<file path="src/rtl/oneshot_periodic_timer.sv">
module oneshot_periodic_timer #(
  parameter int CNT_W    = 29,
  parameter bit USE_TICK = 1'b1,
  parameter int AW       = 3
) (
  input  logic          clk,
  input  logic          rst_n,
  input  logic          tick,
  input  logic          bus_we,
  input  logic [AW-1:0] bus_addr,
  input  logic [31:0]   bus_wdata,
  output logic [31:0]   bus_rdata,
  output logic          irq
);
  localparam logic [AW-1:0] CTRL_OFS = AW'(0);
  localparam logic [AW-1:0] STAT_OFS = AW'(4);
  localparam int PAD = 30 - CNT_W;

  logic             en, per, irq_q, adv;
  logic [CNT_W-1:0] preset, cnt;

  generate
    if (USE_TICK) begin : g_tick
      assign adv = tick;
    end else begin : g_free
      assign adv = 1'b1;
    end
  endgenerate

  wire ctrl_wr = bus_we && (bus_addr == CTRL_OFS);
  wire clr     = bus_we && (bus_addr == STAT_OFS) && bus_wdata[30];
  wire zero    = (cnt == '0);
  wire expire  = en && adv && zero && !ctrl_wr;

  always_ff @(posedge clk or negedge rst_n) begin
    if (!rst_n) begin
      en     <= 1'b0;
      per    <= 1'b0;
      preset <= '0;
      cnt    <= '0;
    end else if (ctrl_wr) begin
      en     <= bus_wdata[31];
      per    <= bus_wdata[30];
      preset <= bus_wdata[CNT_W-1:0];
      if (bus_wdata[31]) cnt <= bus_wdata[CNT_W-1:0];
    end else if (en && adv) begin
      if (!zero)    cnt <= cnt - 1'b1;
      else if (per) cnt <= preset;
      else          en  <= 1'b0;
    end
  end

  always_ff @(posedge clk or negedge rst_n) begin
    if (!rst_n)      irq_q <= 1'b0;
    else if (expire) irq_q <= 1'b1;
    else if (clr)    irq_q <= 1'b0;
  end

  assign irq = irq_q;

  always_comb begin
    bus_rdata = '0;
    if (bus_addr == CTRL_OFS)      bus_rdata = {en, per, {PAD{1'b0}}, preset};
    else if (bus_addr == STAT_OFS) bus_rdata = {1'b0, irq_q, {PAD{1'b0}}, cnt};
  end


  dec_step_chk: assert property (@(posedge clk) disable iff (!rst_n)
    (en && adv && !zero && !ctrl_wr) |=> (cnt == $past(cnt) - 1'b1));

  idle_hold_chk: assert property (@(posedge clk) disable iff (!rst_n)
    (!ctrl_wr && (!en || !adv)) |=> $stable(cnt));

  oneshot_stop_chk: assert property (@(posedge clk) disable iff (!rst_n)
    (en && !per && adv && zero && !ctrl_wr) |=> (!en && irq && cnt == '0));

  periodic_reload_chk: assert property (@(posedge clk) disable iff (!rst_n)
    (en && per && adv && zero && !ctrl_wr) |=> (en && irq && cnt == $past(preset)));

  irq_hold_chk: assert property (@(posedge clk) disable iff (!rst_n)
    (irq && !(bus_we && bus_addr == STAT_OFS && bus_wdata[30])) |=> irq);

  arm_load_chk: assert property (@(posedge clk) disable iff (!rst_n)
    (ctrl_wr && bus_wdata[31]) |=> (en && cnt == $past(bus_wdata[CNT_W-1:0])));
endmodule

</file>
<file path="config.mk">
export PLATFORM = sky130hd
export DESIGN_NAME = oneshot_periodic_timer
export DESIGN_NICKNAME = d
export VERILOG_FILES = /design/src/rtl/oneshot_periodic_timer.sv
export SDC_FILE = /design/constraint.sdc
export NUM_CORES = 1
export LEC_CHECK = 0
export BUFFER_PORTS_ARGS = -buffer_cell sky130_fd_sc_hd__buf_2
export CORE_ASPECT_RATIO = 0.9
export CORE_MARGIN = 1
export CORE_UTILIZATION = 45
export DETAILED_ROUTE_END_ITERATION = 10
export HOLD_SLACK_MARGIN = 0.08
export PLACE_DENSITY = 0.67
export SLEW_MARGIN = 20
export SYNTH_ARGS = -nofsm -noshare
export SYNTH_HDL_FRONTEND = slang
export SYNTH_SLANG_ARGS = --single-unit
</file>
<file path="constraint.sdc">
create_clock -name clk -period 4.9 [get_ports clk]
set_input_delay 0.49 -clock clk [delete_from_list [all_inputs] [get_ports clk]]
set_output_delay 0.49 -clock clk [all_outputs]
set_load 0.02 [all_outputs]
</file>
; ---- Word-level counts from Yosys, hierarchy flattened
; Cells that the tools add are included.
[totals]
register_bits = 61
in_bits = 39
output_inout_bits = 33
wordCells = 37
[op_classes]
add_sub_neg = 1
eq_ne = 4
muxes = 13
n_reduce_logical = 14
[op_table]
columns = cell, n
row1 = $mux 29, 5
row2 = $mux 32, 1
row3 = $mux 31, 1
row4 = $logic_not 29->1, 1
row5 = $sub 29x1->29 const B, 1
row6 = $logic_and 1x1->1, 6
row7 = $mux 1, 6
row8 = $reduce_and 3->1, 2
row9 = $reduce_bool 2->1, 3
row10 = $eq 3x3->1 const B, 1
row11 = $logic_not 3->1, 1
row12 = $ne 3x3->1 const B, 1
row13 = $ne 2x1->1 const B, 1
row14 = $ne 2x2->1 const B, 1
row15 = $logic_not 1->1, 1

; ---- Longest topological paths before layout
; Gate-level depths: netlist (run 1).
[logic_depth]
ltp_word = 5
ltp_mapped = 9
mapped_depth_nobuf = 8

; ---- Worst setup path after synthesis (run 1)
; OpenSTA, ideal clock, no wires.
[synth_path]
path_type = register to register
start = reg cnt[0]
end = reg cnt[20]
setup_ps = 128
t_arrival_ps = 2020
required_ps = 4772
slack_ps = 2753
stages_incl_launch_ff = 10
path_buffers = 2
period_less_slack_ps = 2147
cell_sequence = dfrtp_1 inv_1 ha_1 nor3b_2 nand2_2 nor4b_1 a21o_1 buf_2 buf_4 o21ai_0
[synth_between]
elab_chain_cells = 4
word_cells_on_any_way = 7
classes_between = add/sub (1) / eq/ne (1) / mux (3) / reduce/logical (2)
[synth_rtl]
columns = item, line
row1 = "start, declared", 20  ; logic [CNT_W-1:0] preset, cnt;
row2 = "start signal, assigned", 45  ; if (bus_wdata[31]) cnt <= bus_wdata[CNT_W-1:0];
row3 = "start signal, assigned", 47  ; if (!zero) cnt <= cnt - 1'b1;
row4 = "start signal, assigned", 48  ; else if (per) cnt <= preset;
row5 = $sub 29x1->29 or $logic_not 29->1 (tied branches), "47, 32"
row6 = $mux 29, 47
row7 = $mux 29, 46  ; end else if (en && adv) begin
row8 = $mux 29, 41  ; end else if (ctrl_wr) begin
; Parallel ways exist; a longest one is shown, timed or not. The select of a mux whose other input is x is not followed.
; A chain may end at the register's enable or synchronous reset.

; ---- Worst setup path after layout (run 1)
[layout_path]
start = reg cnt[0]
end = reg cnt[12]
; The elaborated chain is that of the path after synthesis.

==> qor.csv, run 1 <==
metric,value,unit
yosysUniqueCellTypes,62,
diodes,0,
cts.repair.resized,0,
cts_buffers,9,
cap_violations,0,
setup_ws,1.87,ns
end_kind,register,
layout_common_cells,"110 x nand2_1, 69 x buf_2, 61 x dfrtp_1, 34 x a22o_1, 32 x nor2_1",
synthMuxAreaShare,0.00263,
first_pass_iters,5,
ys_warn_count,0,
nNetsFinal,548,
max_slew_margin,0.333,
synth_adder_area_share,0.00328,
power.leakage,2.04,nW
dp_cells,595,
switching_share,0.400,
power_frac_comb,0.309,
ys_seq_elements,61,
grt.total_usage,0.254,
setup_viol,0,
grt_max_degree,62,
crit_chain,inv_1 > ha_1 > nor3b_2 > nand2_2 > nor4b_1 > a21o_1 > o21ai_0 > o31ai_2,
place_congestion,0.817,
num_vias,3708,
skew,0.00734,ns
stdcell_count,611,
worst_pin_slew,1.00,ns
initial_core_util,0.468,
crit_fanout,29,
period_needed,3.03,ns
postSynthCellCount,450,
synth-edff-count,0,
grt_pass1_wl,17600,um
post_cts_buffers,0,
clock.fmax,0.330,GHz
synth_xor_area_frac,0.00919,
synth_fp_nets,490,
rows,31,
yosysSeqAreaShare,0.401,
p_clk_frac,0.225,
antenna_found_initial,0,
h-tree-depth,3,
period_share,0.618,
finalHoldViolCount,0,
cpMaxStageDelayCell,a21o_1,
cp.required,5.15,ns
dpl_cell_area,0.00420,sq mm
die-area,0.00884,sq mm
syn_to_final_growth,15.2,%
postSynthAreaPerCell,8.47,sq um
drt_wl_total,10500,um
drt-initial-drc-count,145,
vias_per_cell,6.07,
synth-main-ff-cell,dfrtp_1,
antenna_left,0,
cts.sink_count,61,
p_int,1.11,mW
vdd_drop_max,0.157,mV
clk_pin_slew_worst_paths,0.07,ns
rsz0062_at_grt,no,
p_seq_frac,0.466,
postCtsHoldBufs,0,
final_area,0.00439,sq mm
cts_tree,done,
routedWlPerCell,17.2,um
worstHoldPathType,in2async,
critPathKind,reg2reg,
slowest_delay,0.85,ns
core,0.00815,sq mm
synth_async_sr_flop_share,1.00,
synth_top_family_by_area,compound AO/OA/AOI/OAI gates,
root_buffer,clkbuf_8,
power_switching,0.736,mW
p_per_area,420,mW/mm^2
synthSimpleGateAreaFrac,0.267,
grt_overflow,0,
total_power,1.84,mW
drive_gt1_frac,0.229,
place_ws,1.51,ns
arrival,3.28,ns
tns,0,ns
io-pin-count,72,
port_buffers,69,
clockBufferDepth,2,
die_x,99.0,um
outcome,"complete, no violations",
clk_latency,0.35,ns
hpwlAfterDp,6910,um
fp.dieH,89.3,um
drv_slew,0,
syn-cell-area,0.00381,sq mm
synth_compound_area_frac,0.275,
cp-start-kind,register,
drc_errors,0,
final_common_cell,nand2_1,
grt_pass1_vias,3575,
==> Yosys cell counts, drive strengths merged, types with 7 or more instances <==
cell type	instances	share of area
nor2	32	0.032
nand3	7	0.0092
a211oi	7	0.016
nor4	7	0.024
nor3	16	0.026
nand2	111	0.11
dfrtp	61	0.40
clkbuf	16	0.016
o31ai	10	0.026
a22o	34	0.078
o21ai	38	0.051
buf	14	0.023
a21oi	22	0.029
==> cells by family after synthesis <==
family,count (synthesis)
adders and majority gates,1
DFF,61
xor gates and xnor gates,4
other,1
buffers and inverters,32
muxes,1
and+or+nand+nor,203
AOI/OAI and AO/OA,147
==> power groups by stage <==
stage               Clock [mW]  Sequential (mW)  Combinational (mW)
finish                   0.415            0.858               0.569
global route             0.445            0.884               0.641
CTS                      0.426            0.852               0.570
floorplan                    0            0.792               0.465
detailed placement           0            0.859               0.566
global placement             0            0.853               0.545
==> area by class of cell <==
cell class / count / area [sq um]
flip-flops and latches: 61 / 1530
clock inverters: 1 / 5.00
multi-input cells: 357 / 2140
well taps: 99 / 124
repair buffers: 77 / 409
inverters: 2 / 7.51
fillers: 830 / 3760
clock buffers: 14 / 173
==> worst paths after layout <==
check / startpoint / to / slack [ns] / cells past startpoint
worst max-delay path: cnt[0] / cnt[12] / 1.87 / 8
worst min-delay path: rst_n / preset[21] / 0.32 / 2
worst max register to register: cnt[0] / cnt[12] / 1.87 / 8
worst min register to register: preset[5] / preset[5] / 0.49 / 2
max in group asynchronous: rst_n / preset[5] / 4.06 / 2
min in group clk: bus_wdata[30] / per / 0.35 / 3
==> per-stage QoR <==
stage	hold WS (ns)	utilization
detailed placement	0.481	0.516
finish	0.320	0.539
global route	0.343	0.539
global placement	0.481	0.516
floorplan	0.194	-
CTS	0.337	0.537
==> layer usage <==
| layer | vias to the layer above | track usage | routed length, um |
|---|---|---|---|
| li1 | 1761 | - | - |
| met1 | 1814 | 0.336 | 4910 |
| met2 | 121 | 0.430 | 4910 |
| met3 | 12 | 0.0555 | 570 |
| met4 | 0 | 0.0611 | 105 |
| met5 | - | 0 | 0 |
==> worst max-delay path: cells and delay by family (launching register included) <==
kind | cells | cell delay, ns
compound gates | 3 | 1.24
simple gates | 3 | 0.98
flops | 1 | 0.45
fa+ha+maj | 1 | 0.18
buf+inv | 1 | 0.09
==> registers in the layout (all words and copies together), names as in the netlist <==
register	count
cnt	29
en	1
irq	1
per	1
preset	29
Power figures use the tool's default switching activity.
==> run 2: changes to the inputs <==
--- a/config.mk
+++ b/config.mk
@@ -11,7 +11,7 @@
 export CORE_UTILIZATION = 45
 export DETAILED_ROUTE_END_ITERATION = 10
 export HOLD_SLACK_MARGIN = 0.08
-export PLACE_DENSITY = 0.67
+export PLACE_DENSITY = 0.7
 export SLEW_MARGIN = 20
 export SYNTH_ARGS = -nofsm -noshare
 export SYNTH_HDL_FRONTEND = slang
==> constraint.sdc (replaced) <==
create_clock -name clk -period 2.61 [get_ports clk]
set_input_delay 0.261 -clock clk [delete_from_list [all_inputs] [get_ports clk]]
set_output_delay 0.261 -clock clk [all_outputs]
set_load 0.02 [all_outputs]
==> run 2 against run 1 <==
Compared with the run above:
- sequential cell count unchanged
- sequential share of layout area down 0.95 points
- final cell count increased by 2.6%
- count of clock-buffer cells in the layout shrank 3
- die area is the same
- critical endpoint is now cnt[10]
==> qor.csv, run 2 (synthesized netlist as in run 1, its figures left out) <==
metric,value,unit,change
io-pin-count,72,,unchanged
power_switching,1.42,mW,+94%
grt_overflow,0,,unchanged
hpwlAfterDp,7420,um,+7.3%
place_ws,0.194,ns,-1.32 ns
first_pass_iters,4,,-1
period_needed,2.45,ns,-0.582 ns
initial_core_util,0.468,,unchanged
period_share,0.938,,+0.320
drv_slew,0,,unchanged
num_vias,3745,,+1.0%
reg2reg_slack,0.16,ns,-1.71 ns
crit_path_frequent_cell,a21o_1,,
final_area,0.00451,sq mm,+2.8%
drive_gt1_frac,0.254,,+0.0253
grt_pass1_wl,17800,um,+1.3%
grt_max_degree,62,,unchanged
vdd_drop_max,0.347,mV,+120%
crit_chain,inv_1 > ha_1 > nor3b_2 > nand2_2 > nor4b_1 > a21o_1 > buf_4 > a21oi_1 > a21o_1,,
tns,0,ns,unchanged
r2r_cells,9,,+1
p_clk_frac,0.237,,+0.012
cap_violations,0,,unchanged
crit_buf_inv,2,,+1
dpl_cell_area,0.00432,sq mm,+2.9%
arrival,2.69,ns,-0.59 ns
h-tree-depth,3,,unchanged
cts.repair.resized,0,,unchanged
switching_share,0.396,,-0.00359
port_buffers,69,,unchanged
grt_pass1_vias,3587,,+0.34%
antenna_found_initial,0,,unchanged
post_cts_buffers,0,,unchanged
rows,31,,unchanged
antenna_left,0,,unchanged
diodes,0,,unchanged
finalHoldViolCount,0,,unchanged
die-area,0.00884,sq mm,unchanged
setup.worst_path.start,cnt[0],,
clk_latency,0.35,ns,about the same
grt.total_usage,0.259,,+0.00452
cts.sink_count,61,,unchanged
critPathKind,reg2reg,,
syn_to_final_growth,18.4,%,
postCtsHoldBufs,0,,unchanged
r2r_start,cnt[0],,
clk_pin_slew_worst_paths,0.07,ns,about the same
hold_ws,0.0838,ns,-0.236 ns
max_slew_margin,0.463,,+0.129
end_kind,register,,
routedWlPerCell,17.5,um,+1.8%
cts_tree,done,,
die_x,99.0,um,unchanged
power_frac_comb,0.316,,+0.007
outcome,"complete, no violations",,
crit_fanout,15,,-48%
cp.required,2.85,ns,-2.30 ns
power.leakage,2.12,nW,+4.0%
critical_path_depth,9,,+1
setup_ws,0.162,ns,-1.71 ns
reg.largest.list,"cnt: 29 flops, preset: 29 flops",,
place_congestion,0.839,,+2.7%
drt_wl_total,11000,um,+4.5%
setup_viol,0,,unchanged
cpMaxStageDelayCell,dfrtp_1,,
crit_family,simple AND/OR/NAND/NOR gates,,
p_per_area,797,mW/mm^2,+90%
worst_pin_slew,0.806,ns,-0.194 ns
cp-start-kind,register,,
worstHoldPathType,in2async,,
reg2reg_to,cnt[10],,
final_common_cell,nand2_1,,
drt-initial-drc-count,295,,+100%
clockBufferDepth,2,,unchanged
root_buffer,clkbuf_8,,
layout_common_cells,"110 x nand2_1, 69 x buf_2, 61 x dfrtp_1, 34 x a22o_1, 32 x nor2_1",,
core,0.00815,sq mm,unchanged
skew,0.00791,ns,+0.000568 ns
p_int,2.17,mW,+96%
fp.dieH,89.3,um,unchanged
slowest_delay,0.45,ns,-0.40 ns
cts_buffers,9,,unchanged
drc_errors,0,,unchanged
p_seq_frac,0.448,,-0.018
clock.fmax,0.408,GHz,+24%
rsz0062_at_grt,no,,
crit_path_end,cnt[10],,
nNetsFinal,563,,+2.7%
vias_per_cell,5.97,,-1.6%
==> run 2: cell types whose count changed in the layout (fill, tap and decap cells not counted), sizes merged <==
cell | previous run | this run
clkbuf | 14 | 11
bufinv | 0 | 1
clkinv | 1 | 4
buf | 77 | 92
==> run 2: area by class of cell <==
class,instances,area [sq um]
clock buffers,11,141
flip-flops and latches,61,1530
repair buffers,92,518
well taps,99,124
inverters,2,7.51
multi-input cells,357,2140
fillers,777,3630
clock inverters,5,50.0
==> run 2: metal layers <==
| metal | vias to the layer above | routed length [um] | global-route usage |
|---|---|---|---|
| li1 | 1789 | - | - |
| met1 | 1808 | 4890 | 0.336 |
| met2 | 135 | 5210 | 0.438 |
| met3 | 13 | 709 | 0.0508 |
| met4 | 0 | 151 | 0.0868 |
| met5 | - | 0 | 0 |
==> run 2: how the worst min path moves through the flow <==
stage,startpoint,endpoint,slack (ns),cells after the start
detailed placement,bus_wdata[11],preset[11],0.47,3
CTS,bus_wdata[11],preset[11],0.10,3
global placement,bus_wdata[12],preset[12],0.47,3
floorplan,rst_n,cnt[0],-0.03,0
finish,rst_n,preset[21],0.08,2
global route,bus_wdata[13],preset[13],0.12,3
==> run 2: worst register-to-register path: cells and delay by family (launching register included) <==
kind            cells  cell delay (ns)
compound gates      3             0.41
flops               1             0.45
fa+ha+maj           1             0.18
buf+inv             2             0.32
simple gates        3             0.98
==> run 2: power by group through the flow <==
stage / registers, mW / clock network (mW) / logic (mW)
after floorplan: 1.49 / 0 / 0.873
after global placement: 1.60 / 0 / 1.09
after detailed placement: 1.61 / 0 / 1.13
after CTS: 1.60 / 0.868 / 1.14
after global routing: 1.66 / 0.903 / 1.26
final: 1.61 / 0.851 / 1.13
==> run 2: through the flow <==
step	utilization	power, mW	std cells
2_1_floorplan	-	2.36	450
3_3_place_gp	0.530	2.69	611
3_5_place_dp	0.530	2.74	611
4_1_cts	0.554	3.61	627
5_1_grt	0.554	3.81	627
6_report	0.554	3.60	627
==> run 3: changes to the inputs <==
==> constraint.sdc (replaced) <==
create_clock -name clk -period 2.61 [get_ports clk]
set_input_delay 0.522 -clock clk [delete_from_list [all_inputs] [get_ports clk]]
set_output_delay 0.522 -clock clk [all_outputs]
set_load 0.02 [all_outputs]
==> run 3 against run 2 <==
Compared with the run above:
- maximum frequency grew 1.7%
- critical path depth stayed put
- clock power up 10%
- sequential cell count unchanged
- utilization up 1.1 points
- power rose by 3.8%
- routed wire length increased by 0.40%
- first-iteration DRC count increased by 16%
- worst setup slack improved by 0.042 ns
- register-to-register slack better by 0.04 ns
- sequential power barely moved
- critical endpoint is now cnt[28]
==> qor.csv, run 3 (synthesized netlist as in run 1, its figures left out) <==
metric,value,unit,change
diodes,0,,unchanged
critPathKind,reg2reg,,
die_x,99.0,um,unchanged
cts_buffers,9,,unchanged
grt_pass1_vias,3471,,-3.2%
end_kind,register,,
layout_common_cells,"110 x nand2_1, 69 x buf_2, 61 x dfrtp_1, 34 x a22o_1, 32 x nor2_1",,
grt.total_usage,0.261,,+0.00277
drive_gt1_frac,0.259,,+0.00561
port_buffers,69,,unchanged
setup_ws,0.204,ns,+0.0421 ns
total_power,3.73,mW,+3.8%
power.leakage,2.15,nW,+1.4%
setup.worst_path.start,cnt[1],,
num_vias,3774,,+0.77%
post_cts_buffers,0,,unchanged
worst_pin_slew,0.832,ns,+0.0255 ns
cap_violations,0,,unchanged
drt_wl_total,11000,um,+0.40%
period_share,0.922,,-0.0161
setup_viol,0,,unchanged
core,0.00815,sq mm,unchanged
worstHoldPathType,in2async,,
grt_pass1_wl,17900,um,+0.51%
p_per_area,811,mW/mm^2,+1.7%
crit_fanout,14,,-1
dpl_cell_area,0.00439,sq mm,+1.6%
die-area,0.00884,sq mm,unchanged
cts.repair.resized,0,,unchanged
nNetsFinal,567,,+0.71%
clk_pin_slew_worst_paths,0.07,ns,about the same
antenna_found_initial,0,,unchanged
rows,31,,unchanged
grt_overflow,0,,unchanged
skew,0.00451,ns,-0.00340 ns
fp.dieH,89.3,um,unchanged
first_pass_iters,5,,+1
clock.fmax,0.416,GHz,+1.7%
grt_max_degree,56,,-9.7%
antenna_left,0,,unchanged
r2r_start,cnt[1],,
io-pin-count,72,,unchanged
vdd_drop_max,0.390,mV,+13%
cts.sink_count,61,,unchanged
syn_to_final_growth,20.8,%,
clockBufferDepth,2,,unchanged
finalHoldViolCount,0,,unchanged
initial_core_util,0.468,,unchanged
tns,0,ns,unchanged
root_buffer,clkbuf_8,,
routedWlPerCell,17.4,um,-0.24%
h-tree-depth,3,,unchanged
vias_per_cell,5.98,,+0.14%
period_needed,2.41,ns,-0.0421 ns
final_common_cell,nand2_1,,
arrival,2.68,ns,about the same
cts_tree,done,,
place_ws,0.188,ns,-0.00578 ns
clk_latency,0.35,ns,about the same
cp.required,2.88,ns,+0.03 ns
drt-initial-drc-count,342,,+16%
hpwlAfterDp,7580,um,+2.2%
rsz0062_at_grt,no,,
reg.largest.list,"cnt: 29 flops, preset: 29 flops",,
final_area,0.00460,sq mm,+2.0%
drc_errors,0,,unchanged
outcome,"complete, no violations",,
place_congestion,0.871,,+3.8%
drv_slew,0,,unchanged
postCtsHoldBufs,0,,unchanged
cp-start-kind,register,,
max_slew_margin,0.443,,-0.0196
## run 3: cell count changes in the layout (fill, tap and decap cells not counted), sizes merged
cell,previous run,this run
clkinvlp,0,3
bufinv,1,2
buf,92,96
clkbuf,11,10
clkinv,4,1
## run 3: worst max-delay path, cell delays in order, from the launching register on
cell and delay, ns:
dfrtp_1 0.45, inv_1 0.08, ha_1 0.16, nor3b_2 0.33, nand2_2 0.23, nor4b_1 0.40, a21o_1 0.23, buf_4 0.22
o21ai_0 0.10, o21ai_1 0.11
## run 3: layout make-up
| cell class | instances | area, sq um |
|---|---|---|
| fillers | 777 | 3540 |
| multi-input cells | 357 | 2140 |
| flip-flops and latches | 61 | 1530 |
| repair buffers | 96 | 586 |
| clock buffers | 10 | 128 |
| well taps | 99 | 124 |
| clock inverters | 6 | 87.6 |
| inverters | 2 | 7.51 |
## run 3: final timing paths
path                        endpoint  slack [ns]  cells past startpoint
min reg2reg                preset[5]        0.51                      2
max                          cnt[28]        0.20                      9
max in group asynchronous     cnt[7]        1.75                      2
min                          cnt[22]        0.20                      1
min in group clk           preset[9]        0.38                      3
max reg2reg                  cnt[28]        0.20                      9
## run 3: report_power, final
group          switching, mW  internal, mW  leakage (nW)
logic                  0.679         0.529          1.29
clock network          0.404         0.536        0.0985
registers              0.374          1.21         0.760
total                   1.46          2.28          2.15
## run 3: metrics by stage
| stage | hold slack, ns | util | cells |
|---|---|---|---|
| finish | 0.202 | 0.565 | 631 |
| global route | 0.247 | 0.565 | 631 |
| CTS | 0.219 | 0.565 | 631 |
| detailed placement | 0.483 | 0.539 | 615 |
| global placement | 0.481 | 0.539 | 615 |
| floorplan | 0.226 | - | 450 |
## run 3: routing by layer
layer	part of all wire	wire [um]	up-vias	GRT usage
li1	-	-	1797	-
met1	0.46	5060	1804	0.356
met2	0.46	5110	154	0.428
met3	0.061	669	19	0.0446
met4	0.016	175	0	0.0868
met5	0	0	-	0
